===== config.mk =====
export PLATFORM = sky130hd
export DESIGN_NAME = scan_hold_chain
export DESIGN_NICKNAME = d
export VERILOG_FILES = /design/src/rtl/shc_pkg.sv /design/src/rtl/shc_scan_cell.sv /design/src/rtl/shc_hold_cell.sv /design/src/rtl/scan_hold_chain.sv
export SDC_FILE = /design/constraint.sdc
export NUM_CORES = 1
export LEC_CHECK = 0
export CAP_MARGIN = 15
export CORE_MARGIN = 5
export CORE_UTILIZATION = 40
export CTS_BUF_LIST = sky130_fd_sc_hd__clkbuf_4 sky130_fd_sc_hd__clkbuf_8 sky130_fd_sc_hd__clkbuf_16
export DETAILED_ROUTE_END_ITERATION = 6
export PLACE_DENSITY = 0.84
export SLEW_MARGIN = 20
export SYNTH_ARGS = -nofsm -noshare
export SYNTH_HDL_FRONTEND = slang
export SYNTH_SLANG_ARGS = --single-unit

===== constraint.sdc =====
create_clock -name clk -period 0.9 [get_ports clk]
set_input_delay 0.225 -clock clk [delete_from_list [all_inputs] [get_ports clk]]
set_output_delay 0.225 -clock clk [all_outputs]
set_load 0.01 [all_outputs]

===== src/rtl/shc_pkg.sv =====
package shc_pkg;

  // Source selected by the input multiplexer of each scan cell.
  typedef enum logic {
    SRC_FUNC  = 1'b0,
    SRC_SHIFT = 1'b1
  } shc_src_e;

endpackage


===== src/rtl/shc_scan_cell.sv =====
module shc_scan_cell
  import shc_pkg::*;
(
  input  logic     clk,
  input  logic     rst,
  input  shc_src_e src_sel,
  input  logic     func_d,
  input  logic     scan_d,
  output logic     d_next,
  output logic     q
);

  // Input multiplexer: functional bit or the serial link from the previous stage.
  always_comb begin
    unique case (src_sel)
      SRC_SHIFT: d_next = scan_d;
      default:   d_next = func_d;
    endcase
  end

  always_ff @(posedge clk) begin
    if (rst) q <= 1'b0;
    else     q <= d_next;
  end

  // reset clears the internal flip-flop.
  assert_cell_reset_R1: assert property (@(posedge clk) rst |=> (q == 1'b0));

  // functional capture.
  assert_cell_capture_R2: assert property (@(posedge clk) disable iff (rst)
    (src_sel == SRC_FUNC) |=> (q == $past(func_d)));

  // shift from the serial link.
  assert_cell_shift_R3: assert property (@(posedge clk) disable iff (rst)
    (src_sel == SRC_SHIFT) |=> (q == $past(scan_d)));

endmodule


===== src/rtl/shc_hold_cell.sv =====
module shc_hold_cell (
  input  logic clk,
  input  logic rst,
  input  logic hold_en,
  input  logic d_next,
  input  logic ff_q,
  output logic held_q
);

  // Loads the same next value as its scan cell, so it tracks that cell
  // edge for edge whenever the hold is released.
  always_ff @(posedge clk) begin
    if (rst)           held_q <= 1'b0;
    else if (!hold_en) held_q <= d_next;
  end

  // frozen under hold.
  assert_hold_freeze_R5: assert property (@(posedge clk) disable iff (rst)
    hold_en |=> $stable(held_q));

  // matches the internal flip-flop after an unheld edge.
  assert_hold_follow_R6: assert property (@(posedge clk) disable iff (rst)
    !hold_en |=> (held_q == ff_q));

  // reset wins over hold.
  assert_hold_reset_R8: assert property (@(posedge clk)
    (rst && hold_en) |=> (held_q == 1'b0));

endmodule


===== src/rtl/scan_hold_chain.sv =====
module scan_hold_chain
  import shc_pkg::*;
#(
  parameter int CHAIN_LEN = 8
) (
  input  logic                 clk,
  input  logic                 rst,
  input  logic                 scan_en,
  input  logic                 hold_en,
  input  logic                 scan_in,
  input  logic [CHAIN_LEN-1:0] func_d,
  output logic [CHAIN_LEN-1:0] held_q,
  output logic                 scan_out
);

  localparam int LAST = CHAIN_LEN - 1;

  shc_src_e             src_sel;
  logic [CHAIN_LEN-1:0] link;
  logic [CHAIN_LEN-1:0] d_next;
  logic [CHAIN_LEN-1:0] ff_q;

  assign src_sel = scan_en ? SRC_SHIFT : SRC_FUNC;

  for (genvar i = 0; i < CHAIN_LEN; i++) begin : g_stage
    if (i == 0) begin : g_head
      assign link[i] = scan_in;
    end else begin : g_body
      assign link[i] = ff_q[i-1];
    end

    shc_scan_cell u_scan (
      .clk     (clk),
      .rst     (rst),
      .src_sel (src_sel),
      .func_d  (func_d[i]),
      .scan_d  (link[i]),
      .d_next  (d_next[i]),
      .q       (ff_q[i])
    );

    shc_hold_cell u_hold (
      .clk     (clk),
      .rst     (rst),
      .hold_en (hold_en),
      .d_next  (d_next[i]),
      .ff_q    (ff_q[i]),
      .held_q  (held_q[i])
    );
  end

  assign scan_out = ff_q[LAST];

  // the serial path runs through the internal flip-flops, so a shifted
  // bit reaches the last stage even while the held outputs stay frozen.
  assert_chain_tail_R7: assert property (@(posedge clk) disable iff (rst)
    scan_en |=> (scan_out == $past(ff_q[LAST-1])));

endmodule


==> metrics.yaml <==
worst_setup_path:
  r2r_end: "g_stage[5].u_hold.held_q"
  r2r_start: "g_stage[5].u_hold.held_q"
  crit_chain: "buf_6"
  cp.arrival_ps: 740
  worstSetupStartpointType: "flip-flop"
  cpMaxStageDelayCell: "dfxtp_2"
  cpPeakStageDelay_ps: 340
  crit_type: "reg2out"
  required_ps: 670
  crit_buf_inv: 1
  rr_worst_depth: 3
  r2r_slack_ps: 110
  cp-end-kind: "output port"
  timing.critical_path.fanout_max: 2
  critPathTopFamily: "flip-flops"
synthesis:
  synthesis.area_um2: 624
  synth-compound-area-share_pct: 9.62
  synth_fa_ha_area_share_pct: 0
  synth.largest_area_cell: "dfxtp_1"
  yosys.cell_types.count: 10
  synth_simple_gate_area_share_pct: 12.8
  avgSynthCellArea_um2: 10.4
  synthMuxAreaShare_pct: 12.8
  ys_warn_count: 0
  synthTopCellsByArea: "dfxtp_1 (51%), mux2i_1 (13%), a211oi_1 (9.6%), buf_4 (9.6%), nor2b_1 (8.0%)"
  synth_top_family_by_area: "buffers and inverters"
  seq_area_frac_synth_pct: 51.3
  synth_top_area_share_pct: 51.3
  ys_seq_elements: 16
  synthCells: 60
  syn_nets: 73
  synth_xor_area_share_pct: 0
global_route:
  grt_max_degree: 10
  grt_usage_pct: 10.5
  grt_overflow_total: 0
  grt_pass1_vias: 445
  grt_pass1_wl_mm: 1.97
  antenna_found_initial: 0
routing:
  vias: 467
  drc: 0
  drtPass1Iterations: 3
  wl_per_cell_um: 13.4
  avgViaCountPerCell: 4.81
  antenna_left: 0
  drtIter0Drc: 7
  wirelength_mm: 1.30
sta:
  setup_tns_ps: -476
  finalCritPeriodShare_pct: 107
  hold_viol: 0
  relSlewSlack_pct: 82.6
  rsz0062_at_grt: "true"
  skew_ps: 6.21
  tightest_slew_ps: 260
  setup_ws_ps: -61.3
  drv_slew: 0
  whs_ps: 516
  setup_viol: 9
  max_freq_mhz: 1040
  finalCriticalPeriod_ps: 961
clocking:
  insertion_delay_ps: 290
  cts.sinks: 16
  cts_root_buf: "clkbuf_4"
  clk_path_buf_depth: 2
  path_clk_slew_ps: 100
  htree_levels: 1
  numCtsBuffers: 3
  cts_hold_buf: 0
  cts_tree: "yes"
hold_path:
  hold_end: "g_stage[7].u_scan.q"
  hold_class: "reg2reg"
  hold_start: "g_stage[6].u_scan.q"
  worstHoldPathCells: 2
die:
  core_mm2: 0.00149
  die_y_um: 49.5
  initial_core_util_pct: 41.9
  die_x_um: 49.5
  rows: 14
  num_io_pins: 22
  dieArea_mm2: 0.00245
finish:
  final_util_pct: 63.1
  mostFrequentLayoutCell: "clkdlybuf4s50_1"
  antenna_cells: 0
  drive_gt1_share_pct: 43.2
  nets: 95
  fin_cells: 97
  syn2layout_area_growth_pct: 50.5
power:
  leakagePower_nw: 0.393
  comb_power_share_pct: 18.6
  power_frac_clock_pct: 30.4
  power_density_mw_per_mm2: 1650
  internal_power_mw: 1.18
  p_sw_uw: 363
  power_frac_seq_pct: 51.0
  peakVddDrop_v: 0.00104
  netSwitchingFraction_pct: 23.4
job:
  drv_cap: 0
placement:
  dp_cells: 93
  io_buffers: 21
  post-place-ws_ps: -482
  gp_congestion: 0.793
status:
  violations: "setup timing"
  status: "finished, violations left"
## cells in the mapped netlist, drive strengths merged
cell type / number
clkbuf: 1
mux2i: 8
buf: 10
dfxtp: 16
inv: 1
nor2: 8
a211oi: 8
nor2b: 8
## per-layer routing
metal	track usage [%]	share of wire, %	wire, um	vias to the layer above
li1	-	-	-	237
met1	12.3	45	577	213
met2	17.2	47	614	15
met3	3.01	7.0	91	2
met4	5.24	0.93	12	0
met5	0	0	0	-
## registers in the layout, indices dropped and copies added, names as in the netlist
register	count
g_stage.u_hold.held_q	8
g_stage.u_scan.q	8
## through the flow
step	total power, mW	cell area [um^2]
6_report	1.55	940
5_1_grt	1.62	940
4_1_cts	1.55	935
3_5_place_dp	1.05	840
3_3_place_gp	1.04	840
2_1_floorplan	0.925	624
## worst max-delay path by stage
stage                              from  cells after the start  slack, ps                       end
6_report       g_stage[4].u_hold.held_q                      1        -60                 held_q[4]
5_1_grt        g_stage[5].u_hold.held_q                      1       -100                 held_q[5]
4_1_cts        g_stage[5].u_hold.held_q                      1        -60                 held_q[5]
3_5_place_dp                    scan_en                      4       -480  g_stage[2].u_hold.held_q
3_3_place_gp                    scan_en                      4       -460  g_stage[1].u_hold.held_q
2_1_floorplan                       rst                      3        100  g_stage[0].u_hold.held_q
## power groups by stage
stage | clock, mW | combinational, mW | sequential, mW
after floorplan | 0 | 0.139 | 0.786
after global placement | 0 | 0.255 | 0.788
after detailed placement | 0 | 0.258 | 0.791
after CTS | 0.474 | 0.286 | 0.789
after global routing | 0.516 | 0.308 | 0.794
final | 0.470 | 0.287 | 0.789
## kinds of logic after synthesis
kind of cell	Yosys count
flip-flops	16
AND/OR/NAND/NOR	16
buffers and inverters	12
multiplexers	8
AO/OA/AOI/OAI	8
## timing repair
action                                  CTS  global route
setup buffers                             0             0
gates resized for setup                  62             1
endpoints found under the setup margin   25            10
pin swaps                                 0             0
## cell type report
| class | count | area, um^2 |
|---|---|---|
| clock buffers | 4 | 36.3 |
| flip-flops and latches | 16 | 330 |
| multi-input cells | 32 | 272 |
| repair buffers | 28 | 278 |
| fillers | 115 | 549 |
| inverters | 1 | 3.75 |
| well taps | 16 | 20.0 |
Note: power is estimated with default switching activity, not from simulation.
